--- config.mk ---
export PLATFORM = sky130hd
export DESIGN_NAME = pwr_seq_ctrl
export DESIGN_NICKNAME = d
export VERILOG_FILES = /design/src/rtl/pwr_seq_pkg.sv /design/src/rtl/pwr_seq_req.sv /design/src/rtl/pwr_seq_timer.sv /design/src/rtl/pwr_seq_fsm.sv /design/src/rtl/pwr_seq_outreg.sv /design/src/rtl/pwr_seq_ctrl.sv
export SDC_FILE = /design/constraint.sdc
export NUM_CORES = 1
export LEC_CHECK = 0
export ABC_AREA = 0
export BUFFER_PORTS_ARGS = -buffer_cell sky130_fd_sc_hd__buf_2
export CORE_UTILIZATION = 54
export DETAILED_ROUTE_END_ITERATION = 12
export PLACE_DENSITY = 0.85
export SLEW_MARGIN = 40
export SYNTH_ARGS = -nofsm -noshare
export SYNTH_HDL_FRONTEND = slang
export SYNTH_SLANG_ARGS = --single-unit
--- constraint.sdc ---
create_clock -name clk -period 2.7 [get_ports clk]
set_clock_uncertainty 0.15 [all_clocks]
set_input_delay 0 -clock clk [delete_from_list [all_inputs] [get_ports clk]]
set_output_delay 0 -clock clk [all_outputs]
set_load 0.1 [all_outputs]
--- src/rtl/pwr_seq_pkg.sv ---
`timescale 1ns/1ps
package pwr_seq_pkg;

  typedef enum logic [3:0] {
    ST_ON,
    ST_PD_ISO,
    ST_PD_SAVE,
    ST_PD_HOLD,
    ST_PD_CUT,
    ST_OFF,
    ST_PU_SW,
    ST_PU_SETTLE,
    ST_PU_RST,
    ST_PU_RESTORE,
    ST_PU_HOLD,
    ST_FAULT
  } seq_state_e;

  typedef struct packed {
    logic iso;
    logic save;
    logic restore;
    logic sw;
    logic rst_n;
    logic on;
    logic off;
    logic busy;
    logic err;
  } seq_out_t;

  // Output levels belonging to each sequencer state.
  function automatic seq_out_t state_outputs(seq_state_e s);
    seq_out_t o;
    o = '0;
    case (s)
      ST_ON:         begin o.sw = 1'b1; o.rst_n = 1'b1; o.on = 1'b1; end
      ST_PD_ISO,
      ST_PD_HOLD:    begin o.iso = 1'b1; o.sw = 1'b1; o.rst_n = 1'b1; o.busy = 1'b1; end
      ST_PD_SAVE:    begin o.iso = 1'b1; o.sw = 1'b1; o.rst_n = 1'b1; o.busy = 1'b1; o.save = 1'b1; end
      ST_PD_CUT:     begin o.iso = 1'b1; o.busy = 1'b1; end
      ST_OFF:        begin o.iso = 1'b1; o.off = 1'b1; end
      ST_PU_SW,
      ST_PU_SETTLE:  begin o.iso = 1'b1; o.sw = 1'b1; o.busy = 1'b1; end
      ST_PU_RST,
      ST_PU_HOLD:    begin o.iso = 1'b1; o.sw = 1'b1; o.rst_n = 1'b1; o.busy = 1'b1; end
      ST_PU_RESTORE: begin o.iso = 1'b1; o.sw = 1'b1; o.rst_n = 1'b1; o.busy = 1'b1; o.restore = 1'b1; end
      default:       begin o.iso = 1'b1; o.busy = 1'b1; o.err = 1'b1; end
    endcase
    return o;
  endfunction

endpackage

--- src/rtl/pwr_seq_req.sv ---
`timescale 1ns/1ps
// Holds requests that arrive while a sequence is running.
module pwr_seq_req #(
  parameter int NCH = 2
) (
  input  logic           clk,
  input  logic           rst_n,
  input  logic [NCH-1:0] req,
  input  logic           clr,
  output logic [NCH-1:0] pend
);

  for (genvar i = 0; i < NCH; i++) begin : g_ch
    logic held_q;
    always_ff @(posedge clk or negedge rst_n) begin
      if (!rst_n)   held_q <= 1'b0;
      else if (clr) held_q <= 1'b0;
      else          held_q <= held_q | req[i];
    end
    assign pend[i] = held_q;
  end

endmodule

--- src/rtl/pwr_seq_timer.sv ---
`timescale 1ns/1ps
// Cycles spent in the current state; restarts on every state change.
module pwr_seq_timer #(
  parameter int CW = 8
) (
  input  logic          clk,
  input  logic          rst_n,
  input  logic          restart,
  output logic [CW-1:0] cnt
);

  localparam logic [CW-1:0] CNT_MAX = '1;

  logic [CW-1:0] cnt_q;

  always_ff @(posedge clk or negedge rst_n) begin
    if (!rst_n)                 cnt_q <= '0;
    else if (restart)           cnt_q <= '0;
    else if (cnt_q != CNT_MAX)  cnt_q <= cnt_q + 1'b1;
  end

  assign cnt = cnt_q;

endmodule

--- src/rtl/pwr_seq_fsm.sv ---
`timescale 1ns/1ps
module pwr_seq_fsm
  import pwr_seq_pkg::*;
#(
  parameter int CW = 8
) (
  input  logic          clk,
  input  logic          rst_n,
  input  logic          want_dn,
  input  logic          want_up,
  input  logic          pg,
  input  logic [CW-1:0] cnt,
  input  logic [CW-1:0] iso_w,
  input  logic [CW-1:0] ret_w,
  input  logic [CW-1:0] settle_w,
  input  logic [CW-1:0] pg_lim,
  output seq_state_e    st,
  output seq_state_e    nxt
);

  seq_state_e st_q;

  always_comb begin
    nxt = st_q;
    case (st_q)
      ST_ON:         if (want_dn) nxt = ST_PD_ISO;
      ST_PD_ISO:     if (cnt == iso_w) nxt = ST_PD_SAVE;
      ST_PD_SAVE:    nxt = ST_PD_HOLD;
      ST_PD_HOLD:    if (cnt == ret_w) nxt = ST_PD_CUT;
      ST_PD_CUT:     if (!pg) nxt = ST_OFF;
                     else if (cnt == pg_lim) nxt = ST_FAULT;
      ST_OFF:        if (want_up) nxt = ST_PU_SW;
      ST_PU_SW:      if (pg) nxt = ST_PU_SETTLE;
                     else if (cnt == pg_lim) nxt = ST_FAULT;
      ST_PU_SETTLE:  if (cnt == settle_w) nxt = ST_PU_RST;
      ST_PU_RST:     nxt = ST_PU_RESTORE;
      ST_PU_RESTORE: nxt = ST_PU_HOLD;
      ST_PU_HOLD:    if (cnt == ret_w) nxt = ST_ON;
      ST_FAULT:      nxt = ST_FAULT;
      default:       nxt = ST_FAULT;
    endcase
  end

  always_ff @(posedge clk or negedge rst_n) begin
    if (!rst_n) st_q <= ST_ON;
    else        st_q <= nxt;
  end

  assign st = st_q;

endmodule

--- src/rtl/pwr_seq_outreg.sv ---
`timescale 1ns/1ps
// Registers the decoded outputs of the next state, so strobes leave a flop.
module pwr_seq_outreg
  import pwr_seq_pkg::*;
(
  input  logic       clk,
  input  logic       rst_n,
  input  seq_state_e nxt,
  output seq_out_t   out
);

  seq_out_t out_q;

  always_ff @(posedge clk or negedge rst_n) begin
    if (!rst_n) out_q <= state_outputs(ST_ON);
    else        out_q <= state_outputs(nxt);
  end

  assign out = out_q;

endmodule

--- src/rtl/pwr_seq_ctrl.sv ---
`timescale 1ns/1ps
module pwr_seq_ctrl
  import pwr_seq_pkg::*;
#(
  parameter int DLY_W   = 4,
  parameter int TMO_W   = 8,
  parameter int PG_SYNC = 2
) (
  input  logic             clk,
  input  logic             rst_n,
  input  logic             pd_req,
  input  logic             pu_req,
  input  logic             pwr_good,
  input  logic [DLY_W-1:0] cfg_iso_wait,
  input  logic [DLY_W-1:0] cfg_ret_wait,
  input  logic [DLY_W-1:0] cfg_settle_wait,
  input  logic [TMO_W-1:0] cfg_pg_limit,
  output logic             iso_en,
  output logic             save_pulse,
  output logic             restore_pulse,
  output logic             sw_en,
  output logic             dom_rst_n,
  output logic             dom_on,
  output logic             dom_off,
  output logic             busy,
  output logic             pg_err
);

  localparam int CW = (DLY_W > TMO_W) ? DLY_W : TMO_W;

  // Power-good synchronizer; reset level matches a powered domain.
  logic pg_s;
  if (PG_SYNC == 0) begin : g_nosync
    assign pg_s = pwr_good;
  end else begin : g_sync
    logic [PG_SYNC-1:0] pg_sh;
    always_ff @(posedge clk or negedge rst_n) begin
      if (!rst_n) pg_sh <= '1;
      else        pg_sh <= (pg_sh << 1) | PG_SYNC'(pwr_good);
    end
    assign pg_s = pg_sh[PG_SYNC-1];
  end

  seq_state_e    st, nxt;
  logic [CW-1:0] cnt;
  logic [1:0]    pend;
  logic          hold_clr;
  seq_out_t      out;

  // In the on, off and fault states queued requests are consumed or dropped.
  assign hold_clr = (st == ST_ON) || (st == ST_OFF) || (st == ST_FAULT);

  pwr_seq_req #(.NCH(2)) u_req (
    .clk  (clk),
    .rst_n(rst_n),
    .req  ({pu_req, pd_req}),
    .clr  (hold_clr),
    .pend (pend)
  );

  pwr_seq_timer #(.CW(CW)) u_tmr (
    .clk    (clk),
    .rst_n  (rst_n),
    .restart(nxt != st),
    .cnt    (cnt)
  );

  pwr_seq_fsm #(.CW(CW)) u_fsm (
    .clk     (clk),
    .rst_n   (rst_n),
    .want_dn (pd_req | pend[0]),
    .want_up (pu_req | pend[1]),
    .pg      (pg_s),
    .cnt     (cnt),
    .iso_w   (CW'(cfg_iso_wait)),
    .ret_w   (CW'(cfg_ret_wait)),
    .settle_w(CW'(cfg_settle_wait)),
    .pg_lim  (CW'(cfg_pg_limit)),
    .st      (st),
    .nxt     (nxt)
  );

  pwr_seq_outreg u_out (
    .clk  (clk),
    .rst_n(rst_n),
    .nxt  (nxt),
    .out  (out)
  );

  assign iso_en        = out.iso;
  assign save_pulse    = out.save;
  assign restore_pulse = out.restore;
  assign sw_en         = out.sw;
  assign dom_rst_n     = out.rst_n;
  assign dom_on        = out.on;
  assign dom_off       = out.off;
  assign busy          = out.busy;
  assign pg_err        = out.err;

endmodule

# Yosys cells after proc, flatten, opt, wreduce, memory -nomap -nowiden
# Index checks and enable logic that the tools add are counted.
[op_classes] addsub=1 n_eq_ne=27 muxes=23 bitwise_logic=3 n_reduce_logical=9
[ops] cell="one-hot mux 4 bit (11 select lines)" n=1
[ops] cell="2-to-1 mux 4 bit" n=9
[ops] cell="== test 4 x 3 -> 1 bit (second input constant)" n=8
[ops] cell="== test 4 bit (second input constant)" n=7
[ops] cell="== test 8 x 4 -> 1 bit" n=3
[ops] cell="== test 4 x 2 -> 1 bit (second input constant)" n=4
[ops] cell="2-to-1 mux 8 bit" n=2
[ops] cell="2-to-1 mux 1 bit" n=11
[ops] cell="OR reduction 11 bit" n=1
[ops] cell="OR reduction 9 bit" n=1
[ops] cell="adder 8 x 1 -> 8 bit (second input constant)" n=1
[ops] cell="== test 4 x 1 -> 1 bit (second input constant)" n=2
[ops] cell="== test 8 bit" n=1
[ops] cell="zero test 4 bit" n=2
[ops] cell="inequality test 8 bit (second input constant)" n=1
[ops] cell="OR reduction 7 bit" n=1
[ops] cell="inequality test 4 bit" n=1
[ops] cell="logical OR 1 bit" n=2
[ops] cell="bitwise OR 1 bit" n=2
[ops] cell="bitwise OR 2 x 1 -> 2 bit" n=1
[ops] cell="nonzero test 2 bit" n=1
[ops] cell="OR reduction 2 bit" n=1
[totals] reg_bits=25 inputBits=25 out_inout_bits=9 word_cells=77

# Logic depth before layout (Yosys ltp)
# Gate-level depths: netlist of run 1.
[logic_depth] word_depth=7 ltp_mapped=8 ltp_nobuf=7

# Cells and area by module
# From an unflattened synthesis of run 1, not the netlist that was laid out.
[unflattened] cells_unflattened=173 area_unflattened_um2=1675.4
[modules_own_cells] module="pwr_seq_fsm" instances=1 cells_per_inst=88 area_per_inst_um2=701.9 seq_area_each_um2=100.1
[modules_own_cells] module="pwr_seq_timer" instances=1 cells_per_inst=41 area_per_inst_um2=421.7 seq_area_each_um2=200.2
[modules_own_cells] module="pwr_seq_outreg" instances=1 cells_per_inst=24 area_per_inst_um2=324.1 seq_area_each_um2=229.0
[modules_own_cells] module="pwr_seq_ctrl" instances=1 cells_per_inst=14 area_per_inst_um2=142.6 seq_area_each_um2=52.6
[modules_own_cells] module="pwr_seq_req" instances=1 cells_per_inst=6 area_per_inst_um2=85.1 seq_area_each_um2=50.0

# Least setup slack after synthesis of run 1
# No wires, ideal clock.
[synth_timing] path_type="register -> register" from="register u_tmr.cnt_q[1] (netlist: u_tmr.cnt[1])" to="register u_tmr.cnt_q[1] (netlist: u_tmr.cnt[1])" setup_ns=0.105 arrival_ns=2.217 t_required_ns=2.445 setup_slack_ns=0.228 stages_incl_launch_ff=9 n_path_buf=1 synth_period_minus_slack_ns=2.472 path_cell_list="dfrtp_1 buf_2 xor2_1 nor4_4 a311oi_2 nor4b_4 mux2i_1 nand3_1 nor4b_1"
[synth_via] elab_chain_len=6 elab_cells_between_ends=18 cone_classes="add/sub (1); eq/ne (6); mux (10); reduce/logical (1)"
[synth_rtl] element="start: declaration" line="pwr_seq_timer.sv:14" text="logic [CW-1:0] cnt_q;"
[synth_rtl] element="start signal: assignment" line="pwr_seq_timer.sv:19" text="else if (cnt_q != CNT_MAX) cnt_q <= cnt_q + 1'b1;"
[synth_rtl] element="== test 8 bit" line="pwr_seq_fsm.sv:31, pwr_seq_fsm.sv:34"
[synth_rtl] element="2-to-1 mux 4 bit" line="pwr_seq_fsm.sv:31, pwr_seq_fsm.sv:34"
[synth_rtl] element="2-to-1 mux 4 bit (on tied branches)" line="pwr_seq_fsm.sv:33, pwr_seq_fsm.sv:30"
[synth_rtl] element="one-hot mux 4 bit (11 select lines)" line="pwr_seq_fsm.sv:25" text="case (st_q)"
[synth_rtl] element="inequality test 4 bit" line="pwr_seq_ctrl.sv:64" text=".restart(nxt != st),"
[synth_rtl] element="2-to-1 mux 8 bit or nonzero test 2 bit (tied branches)"
# Several ways; a longest one is shown, not always the timed one. The select of a mux whose other input is x is not followed.
# A chain may end at the register's enable or synchronous reset.

# Worst setup path in the final report of run 1
[layout_timing] from="register u_tmr.cnt_q[0] (netlist: u_tmr.cnt[0])" to="register u_tmr.cnt_q[1] (netlist: u_tmr.cnt[1])"
# Same word-level chain as after synthesis.

==> run_results.csv, run 1 <==
group,metric,value,unit
yosys,synth.area.top_cells,"dfrtp_1 30%, xor2_1 9.6%, dfstp_2 8.0%",
yosys,syn-cell-area,1640,µm²
routing,vias,1523,
setup_path,ff2ff_path_depth,7,
place,port_buffers,33,
floorplan,die-area,3270,µm²
place,placed_area,1840,µm²
global_routing,grt_overflow,0,
routing,ant_nets,0,
yosys,ys.warnings.count,0,
routing,dr.pass1.iters,9,
global_routing,grt_pass1_wl,6.54,mm
timing,fin_hold_ws,0.0269,ns
global_routing,grtUsageTotal,0.258,
global_routing,grt_pass1_vias,1523,
setup_path,r2r-end,"u_tmr.cnt[1]",
cts,cts-buffers-inserted,3,
setup_path,end_kind,"flop",
setup_path,slowest_stage,"dfrtp_2",
yosys,yosysTopAreaCellShare,0.304,
timing,worst_pin_slew,0.653,ns
cells_and_area,n_antenna_cell,0,
setup_path,cp.required,2.78,ns
yosys,synth-edff-count,0,
setup_path,path_max_fanout,8,
routing,first_iter_violations,162,
setup_path,cp-start-kind,"flop",
timing,min_period,2.66,ns
floorplan,die_x,57.2,µm
floorplan,initial_core_util,0.581,
routing,viasPerCell,6.14,
yosys,synth_common_cells,"20 x dfrtp_1, 18 x xor2_1, 15 x nor2_1",
setup_path,crit_arrival,2.75,ns
place,hpwl,2.87,mm
run_status,violations,"DRC",
yosys,synth_area_per_cell,9.79,µm²
cts,cts_tree,"yes",
cells_and_area,drive_gt1_frac,0.359,
routing,wl,4.24,mm
power,p_per_area,308,nW/µm²
cts,clk_pin_slew,0.14,ns
cts,htreeDepth,1,
yosys,yosysMostFrequentCell,"dfrtp_1",
cells_and_area,fin_area,2000,µm²
cts,cts.path.max_buffers,2,
timing,drv_slew,0,
floorplan,fp-row-count,19,
yosys,synth_nets,194,
hold_path,hp-class,"in -> async",
yosys,ys.flop_type,"dfrtp_1",
routing,drc,4,
cts,clockRootBuffer,"clkbuf_4",
timing,max_slew_margin,0.559,
global_routing,grt_antenna_before_repair,0,
timing,final_hold_viol_count,0,
power,ir_drop,0.319,mV
setup_path,timing.rr.start,"u_tmr.cnt[0]",
cts,cts.sinks,25,
global_routing,grt_max_degree,26,
cells_and_area,syn2layout_area_growth,21.5,%
timing,fin_setup_tns,0,ns
yosys,synth_top_area_cell,"dfrtp_1",
cells_and_area,fin_nets,244,
power,p_leak,0.839,nW
setup_path,critical-path-max-stage-delay,0.48,ns
floorplan,die_y,57.2,µm
yosys,synthArstFlopShare,1.00,
timing,timing.fmax,0.376,GHz
setup_path,crit_type,"reg -> reg",
place,gp_congestion,0.980,
setup_path,r2r_slack,0.04,ns
setup_path,crit_path_cell_trace,"xor2_1 > nor4_4 > a311oi_2 > nor4b_4 > mux2i_1 > nand3_2 > nor4b_2",
timing,finalSetupViolCount,0,
floorplan,design.core.area,2830,µm²
run_status,run_status,"finished with violations",
cts,insertion_delay,0.33,ns
yosys,synth_cell_types,46,
run,drv_cap,0,
yosys,syn_inst,168,
yosys,yosysSeqAreaShare,0.384,
routing,wire_per_inst,17.1,µm
yosys,ys_seq_elements,25,
floorplan,ios,34,
timing,period_share,0.986,
-- critical path: cells and delay by family, from the launching register on --
| family | cells | cell delay, ns |
|---|---|---|
| xor+xnor | 1 | 0.22 |
| compound gates | 1 | 0.18 |
| mux | 1 | 0.26 |
| flops | 1 | 0.48 |
| simple gates | 4 | 1.28 |
-- state kept, by name (all words and copies together) (netlist names) --
name and cells:
u_out.out 9, u_fsm.st 4, u_tmr.cnt 8, g_sync.pg_sh 2
u_req.g_ch.held_q 2
-- area by class of cell --
cell class | count | area (µm²)
multi-input combinational | 131 | 938
fill | 203 | 832
inverter | 2 | 7.51
clock buffer | 3 | 22.5
clock inverter | 1 | 8.76
timing repair buffer | 55 | 345
sequential | 25 | 636
tap | 31 | 38.8
-- layer usage --
metal | track usage | wire length (µm) | vias up
li1 | - | - | 700
met1 | 0.332 | 1610 | 712
met2 | 0.447 | 2150 | 97
met3 | 0.0567 | 375 | 14
met4 | 0.0557 | 103 | 0
met5 | 0 | 0 | -
-- through the flow --
stage | util | setup WS (ns) | total power (W) | cells
after detailed placement | 0.649 | -0.0772 | 0.000433 | 234
after global placement | 0.649 | 0.0875 | 0.000431 | 234
final | 0.706 | 0.0371 | 0.000615 | 248
after floorplan | - | 0.228 | 0.000401 | 168
after CTS | 0.685 | 0.0121 | 0.000623 | 244
after global routing | 0.706 | -0.0471 | 0.000647 | 248
-- power breakdown --
group	internal, W	switching [W]
clock	0.0000604	0.000121
combinational	0.0000276	0.0000278
sequential	0.000378	0.000000962
-- cell usage in the layout, fill, tap and decap left out, drive strengths merged, types with 3 or more instances in the layout --
cell type,count
inv,3
dfrtp,20
nor3,10
a21oi,7
nand3,9
mux2i,3
buf,49
nand2,12
dfstp,5
dlygate4sd3,6
o21ai,7
nor4b,3
nor2,15
and3,4
nor2b,5
xor2,19
clkbuf,3
a211oi,4
nor4,5
xnor2,5
a21o,3
-- cells by family after synthesis --
kind of cell | synth area share
AOI/OAI and AO/OA | 0.134
adders and majority gates | 0.00761
buffers and inverters | 0.0670
muxes | 0.0183
DFF | 0.384
xor gates and xnor gates | 0.132
and+or+nand+nor | 0.256
-- worst max-delay path by stage --
stage,startpoint,to,cells after the start
2_1_floorplan,u_tmr.cnt[1],u_tmr.cnt[1],8
3_3_place_gp,u_tmr.cnt[3],u_tmr.cnt[3],7
3_5_place_dp,u_tmr.cnt[3],u_tmr.cnt[3],7
4_1_cts,u_tmr.cnt[3],u_tmr.cnt[3],7
5_1_grt,u_tmr.cnt[0],u_tmr.cnt[1],7
6_report,u_tmr.cnt[0],u_tmr.cnt[1],7
-- repair_timing --
item | CTS | global route
setup buffers | 0 | 4
resized for setup | 2 | 7
endpoints found under the setup margin | 2 | 9
pin swaps | 0 | 4
hold buffers | 6 | 0
endpoints found under the hold margin | 29 | 0
Power figures use the tool's default switching activity.
==> inputs of run 2 (changes only) <==
--- a/config.mk
+++ b/config.mk
@@ -7,9 +7,11 @@
 export LEC_CHECK = 0
 export ABC_AREA = 0
 export BUFFER_PORTS_ARGS = -buffer_cell sky130_fd_sc_hd__buf_2
-export CORE_UTILIZATION = 54
+export CELL_PAD_IN_SITES_DETAIL_PLACEMENT = 0
+export CELL_PAD_IN_SITES_GLOBAL_PLACEMENT = 1
+export CORE_UTILIZATION = 41
 export DETAILED_ROUTE_END_ITERATION = 12
-export PLACE_DENSITY = 0.85
+export PLACE_DENSITY = 0.84
 export SLEW_MARGIN = 40
 export SYNTH_ARGS = -nofsm -noshare
 export SYNTH_HDL_FRONTEND = slang
==> run 2 against run 1 <==
The flow now finishes without violations. Critical path depth unchanged. Routed wire length down 13%. Design area up 0.69%. Maximum frequency up 1.7%. Largest power group unchanged.
==> run_results.csv, run 2 (synthesized netlist as in run 1, its figures left out) <==
group,metric,value,unit
place,hpwl,2.94,mm
setup_path,timing.rr.start,"u_tmr.cnt[5]",
run,drv_cap,0,
floorplan,initial_core_util,0.439,
setup_path,cp-start-kind,"flop",
global_routing,grt_max_degree,26,
cts,htreeDepth,1,
place,pre_cts_slack,0.0400,ns
run_status,run_status,"complete, no violations",
floorplan,die-area,4270,µm²
timing,min_period,2.62,ns
floorplan,ios,34,
global_routing,grt_overflow,0,
setup_path,r2r-end,"u_tmr.cnt[0]",
setup_path,r2r_slack,0.08,ns
floorplan,design.core.area,3740,µm²
place,placed_area,1890,µm²
place,gp_congestion,0.828,
cts,cts_tree,"yes",
routing,vias,1385,
cts,clockRootBuffer,"clkbuf_8",
floorplan,die_x,65.3,µm
cells_and_area,n_antenna_cell,0,
power,ir_drop,0.297,mV
cells_and_area,fin_nets,245,
timing,max_slew_margin,0.584,
hold_path,hp-class,"in -> async",
floorplan,fp-row-count,22,
cells_and_area,largest_reg_flops,9,
cts,clk_pin_slew,0.09,ns
setup_path,path_max_fanout,6,
cts,cts-buffers-inserted,3,
routing,viasPerCell,5.21,
cells_and_area,drive_gt1_frac,0.326,
global_routing,grtUsageTotal,0.191,
power,p_leak,0.842,nW
cts,insertion_delay,0.27,ns
timing,final_hold_viol_count,0,
timing,rsz0062_at_grt,"no",
routing,drc,0,
cells_and_area,final_common_cell,"buf_2",
timing,timing.fmax,0.382,GHz
timing,fin_setup_tns,0,ns
routing,dr.pass1.iters,4,
timing,fin_hold_ws,0.0886,ns
timing,period_share,0.970,
cts,post_cts_buffers,0,
cells_and_area,fin_area,2010,µm²
cells_and_area,syn2layout_area_growth,22.3,%
timing,worst_pin_slew,0.617,ns
place,port_buffers,33,
routing,ant_nets,0,
setup_path,ff2ff_path_depth,7,
timing,setup_ws,0.0821,ns
routing,first_iter_violations,56,
global_routing,grt_antenna_before_repair,0,
setup_path,crit_type,"reg -> reg",
power,p_per_area,329,nW/µm²
cells_and_area,mostFrequentLayoutCells,"33 x buf_2, 20 x dfrtp_1, 18 x xor2_1",
cts,cts.sinks,25,
floorplan,die_y,65.3,µm
global_routing,grt_pass1_vias,1365,
setup_path,crit_arrival,2.64,ns
routing,wire_per_inst,13.9,µm
cts,cts.path.max_buffers,2,
global_routing,grt_pass1_wl,6.26,mm
routing,wl,3.69,mm
setup_path,cp.required,2.72,ns
power,power,0.000661,W
timing,drv_slew,0,
setup_path,end_kind,"flop",
timing,finalSetupViolCount,0,
==> run 2: cell count changes in the layout (fill, tap and decap cells not counted), moves of 2 or more <==
cell,delta
dfrtp_2,-3
dfrtp_1,+3
nor4b_2,-2
nor4b_1,+2
clkbuf_8,+3
clkbuf_4,-3
==> run 2: final cells by class <==
class / count / area [µm²]
clock inverter: 1 / 8.76
multi-input combinational: 131 / 908
clock buffer: 3 / 41.3
fill: 360 / 1730
tap: 48 / 60.1
timing repair buffer: 56 / 353
sequential: 25 / 632
inverter: 2 / 7.51
==> run 2: worst max-delay path, stage by stage, from the launching register on <==
cell and delay [ns]:
dfrtp_1 0.49, or4_1 0.62, o21bai_1 0.16, nor4b_4 0.29, mux2i_1 0.24, nand3_1 0.13, buf_4 0.18, nor3_1 0.26
==> run 2: worst max-delay path by stage <==
stage | from | endpoint | slack, ns | depth (start not counted)
3_5_place_dp | u_tmr.cnt[3] | u_tmr.cnt[0] | 0.04 | 9
4_1_cts | u_tmr.cnt[3] | u_tmr.cnt[0] | 0.02 | 9
2_1_floorplan | u_tmr.cnt[1] | u_tmr.cnt[1] | 0.23 | 8
6_report | u_tmr.cnt[5] | u_tmr.cnt[0] | 0.08 | 7
3_3_place_gp | u_tmr.cnt[3] | u_tmr.cnt[1] | 0.10 | 8
5_1_grt | u_tmr.cnt[1] | u_tmr.cnt[0] | 0.001 | 8
==> run 2: per-stage QoR <==
step / cells / utilization
5_1_grt: 266 / 0.537
3_5_place_dp: 256 / 0.506
2_1_floorplan: 168 / -
6_report: 266 / 0.537
4_1_cts: 266 / 0.535
3_3_place_gp: 256 / 0.506
==> run 2: repair_timing <==
| action | in CTS | in global routing |
|---|---|---|
| resized for setup | 0 | 1 |
| hold buffers | 6 | 0 |
| endpoints found under the hold margin | 29 | 0 |
| setup endpoints to repair | 0 | 5 |
==> run 2: metal layers <==
metal  global-route usage  wire length, µm  vias up
met5                    0                0        -
met4               0.0245                0        0
met3               0.0330              148        0
met2                0.308             1720       33
met1                0.274             1820      656
li1                     -                -      696
==> run 2: report_power, final <==
part / internal (W) / switching [W] / total [W]
clock network: 0.000108 / 0.000122 / 0.000230
logic: 0.0000272 / 0.0000263 / 0.0000535
registers: 0.000377 / 0.00000102 / 0.000378
==> inputs of run 3 (changes only) <==
--- a/config.mk
+++ b/config.mk
@@ -5,14 +5,15 @@
 export SDC_FILE = /design/constraint.sdc
 export NUM_CORES = 1
 export LEC_CHECK = 0
-export ABC_AREA = 0
+export ABC_AREA = 1
 export BUFFER_PORTS_ARGS = -buffer_cell sky130_fd_sc_hd__buf_2
 export CELL_PAD_IN_SITES_DETAIL_PLACEMENT = 0
 export CELL_PAD_IN_SITES_GLOBAL_PLACEMENT = 1
-export CORE_UTILIZATION = 41
+export CORE_UTILIZATION = 39
 export DETAILED_ROUTE_END_ITERATION = 12
-export PLACE_DENSITY = 0.84
-export SLEW_MARGIN = 40
+export GPL_TIMING_DRIVEN = 0
+export PLACE_DENSITY = 0.86
+export SLEW_MARGIN = 15
 export SYNTH_ARGS = -nofsm -noshare
 export SYNTH_HDL_FRONTEND = slang
 export SYNTH_SLANG_ARGS = --single-unit
==> run 3 against run 2 <==
Sequential power hardly changed. Design area is 4.2% higher. Die area is 12% higher. Register-to-register slack better by 0.53 ns. Synthesized cell count is 55% higher. Global-route usage is 2.6 points lower. Critical path type unchanged. Critical path depth is 6 higher. Sequential share of layout area is 1.3 points lower.
==> run_results.csv, run 3 <==
group,metric,value,unit
timing,fin_setup_tns,0,ns
yosys,ys.warnings.count,0,
routing,first_iter_violations,87,
setup_path,cp.required,2.72,ns
setup_path,timing.rr.start,"u_tmr.cnt[1]",
cells_and_area,fin_nets,330,
setup_path,end_kind,"flop",
cts,cts-buffers-inserted,3,
setup_path,ff2ff_path_depth,13,
power,p_leak,1.14,nW
routing,vias,1597,
floorplan,initial_core_util,0.403,
cts,insertion_delay,0.27,ns
cts,clockRootBuffer,"clkbuf_8",
yosys,synth-edff-count,0,
place,port_buffers,33,
global_routing,met3_usage,0.0307,
timing,timing.fmax,0.480,GHz
routing,dr.pass1.iters,4,
timing,period_share,0.772,
cells_and_area,n_antenna_cell,0,
cts,htreeDepth,1,
routing,viasPerCell,4.50,
yosys,yosysMostFrequentCell,"nand2_1",
global_routing,grt_max_degree,26,
setup_path,crit_type,"reg -> reg",
cts,cts_tree,"yes",
floorplan,die_y,69.1,µm
run_status,run_status,"complete, no violations",
timing,finalSetupViolCount,0,
timing,drv_slew,0,
floorplan,fp-row-count,24,
place,hpwl,2.81,mm
setup_path,path_max_fanout,8,
timing,max_slew_margin,0.628,
floorplan,die-area,4770,µm²
timing,rsz0062_at_grt,"no",
cells_and_area,final_common_cell,"nand2_1",
global_routing,met1_usage,0.219,
power,ir_drop,0.268,mV
yosys,syn-cell-area,1760,µm²
yosys,synthArstFlopShare,1.00,
global_routing,grt_overflow,0,
setup_path,cp-start-kind,"flop",
yosys,synth_top_area_cell,"dfrtp_1",
place,placed_area,1990,µm²
setup_path,r2r-end,"u_tmr.cnt[7]",
cells_and_area,fin_area,2090,µm²
global_routing,grt_pass1_wl,6.40,mm
yosys,synth_cell_types,26,
setup_path,critPathMostFrequentCell,"nand2_1",
power,p_per_area,316,nW/µm²
yosys,ys.flop_type,"dfrtp_1",
cells_and_area,fin_util,0.481,
timing,worst_pin_slew,0.558,ns
power,power,0.000661,W
global_routing,grt_antenna_before_repair,0,
yosys,synth_nets,286,
floorplan,ios,34,
cells_and_area,largest_reg_flops,9,
yosys,yosysSeqAreaShare,0.360,
routing,wire_per_inst,10.0,µm
yosys,syn_inst,260,
global_routing,grtUsageTotal,0.165,
yosys,yosysTopAreaCellShare,0.285,
floorplan,die_x,69.1,µm
setup_path,r2r_slack,0.61,ns
cts,cts-resized-gates,0,
yosys,ys_seq_elements,25,
setup_path,slowest_stage,"dfrtp_1",
place,gp_congestion,0.852,
global_routing,grt_pass1_vias,1497,
routing,drc,0,
cells_and_area,syn2layout_area_growth,19.3,%
yosys,synth.area.top_cells,"dfrtp_1 29%, nand2_1 18%, dfstp_2 7.5%",
hold_path,hp-class,"in -> async",
routing,wl,3.57,mm
cts,cts.path.max_buffers,2,
timing,min_period,2.09,ns
cts,clk_pin_slew,0.09,ns
setup_path,crit_arrival,2.10,ns
cells_and_area,drive_gt1_frac,0.294,
cells_and_area,mostFrequentLayoutCells,"83 x nand2_1, 34 x inv_1, 33 x buf_2",
yosys,synth_area_per_cell,6.75,µm²
yosys,synth_common_cells,"83 x nand2_1, 34 x inv_1, 31 x nor2_1",
setup_path,critical-path-max-stage-delay,0.49,ns
global_routing,met2_usage,0.278,
routing,ant_nets,0,
run,drv_cap,0,
timing,final_hold_viol_count,0,
floorplan,design.core.area,4350,µm²
global_routing,grt.busiest_layer,"met2",
cts,cts.sinks,25,
setup_path,crit_path_cell_trace,"inv_2 > nand2_1 > nand2_1 > nor2_1 > nand3_1 > nand2_1 > nand2_1 > nor2_2 > nand3_2 > nand2_1 > nand2_2 > nand3_4 > nor2_2",
run 3: final cells by class:
| cell class | instances | area, µm² |
|---|---|---|
| flip-flops and latches | 25 | 632 |
| multi-input cells | 183 | 910 |
| well taps | 52 | 65.1 |
| clock inverters | 1 | 7.51 |
| fillers | 458 | 2260 |
| repair buffers | 39 | 225 |
| inverters | 49 | 184 |
| plain buffers | 3 | 30.0 |
| clock buffers | 3 | 41.3 |
run 3: worst max path at each step:
stage                       from           end  slack [ns]  cells past startpoint
finish              u_tmr.cnt[1]  u_tmr.cnt[7]        0.61                     13
global route        u_tmr.cnt[1]  u_out.out[1]        0.40                     13
CTS                 u_tmr.cnt[1]  u_tmr.cnt[7]        0.59                     13
detailed placement  u_tmr.cnt[1]  u_tmr.cnt[5]        0.61                     13
global placement    u_tmr.cnt[1]  u_tmr.cnt[1]        0.62                     13
floorplan           u_tmr.cnt[7]  u_tmr.cnt[1]        0.95                     12
run 3: worst max-delay path: cells and delay by family, from the launching register on:
kind	cells	cell delay, ns
AND/OR/NAND/NOR	12	1.23
flip-flops	1	0.49
buffers and inverters	1	0.12
run 3: timing repair:
item | 4_1_cts | 5_1_grt
hold buffers | 6 | 0
setup buffers | 0 | 0
endpoints found under the hold margin | 29 | 0
run 3: metal layers:
metal	wire, µm	vias to the layer above	share of wire
met3	160	5	0.045
met1	1680	692	0.47
met2	1690	36	0.47
li1	-	864	-
met5	0	-	0
met4	40	0	0.011
run 3: where the power goes:
| part | internal [W] | switching (W) |
|---|---|---|
| logic | 0.0000286 | 0.0000280 |
| registers | 0.000377 | 0.00000127 |
| clock network | 0.000105 | 0.000121 |
run 3: through the flow:
stage / hold WS (ns) / worst slack [ns] / cells
detailed placement: -0.123 / 0.606 / 345
floorplan: -0.446 / 0.951 / 260
finish: 0.0979 / 0.615 / 355
CTS: 0.109 / 0.591 / 355
global placement: -0.135 / 0.623 / 345
global route: 0.153 / 0.403 / 355
run 3: logic make-up (layout without fill, tap and decap cells):
| kind of cell | Yosys count | count (layout) | share of synthesized area |
|---|---|---|---|
| and+or+nand+nor | 160 | 160 | 0.423 |
| buffers and inverters | 52 | 95 | 0.122 |
| DFF | 25 | 25 | 0.360 |
| AOI/OAI and AO/OA | 12 | 12 | 0.0378 |
| xor gates and xnor gates | 10 | 10 | 0.0499 |
| adders and majority gates | 1 | 1 | 0.00713 |
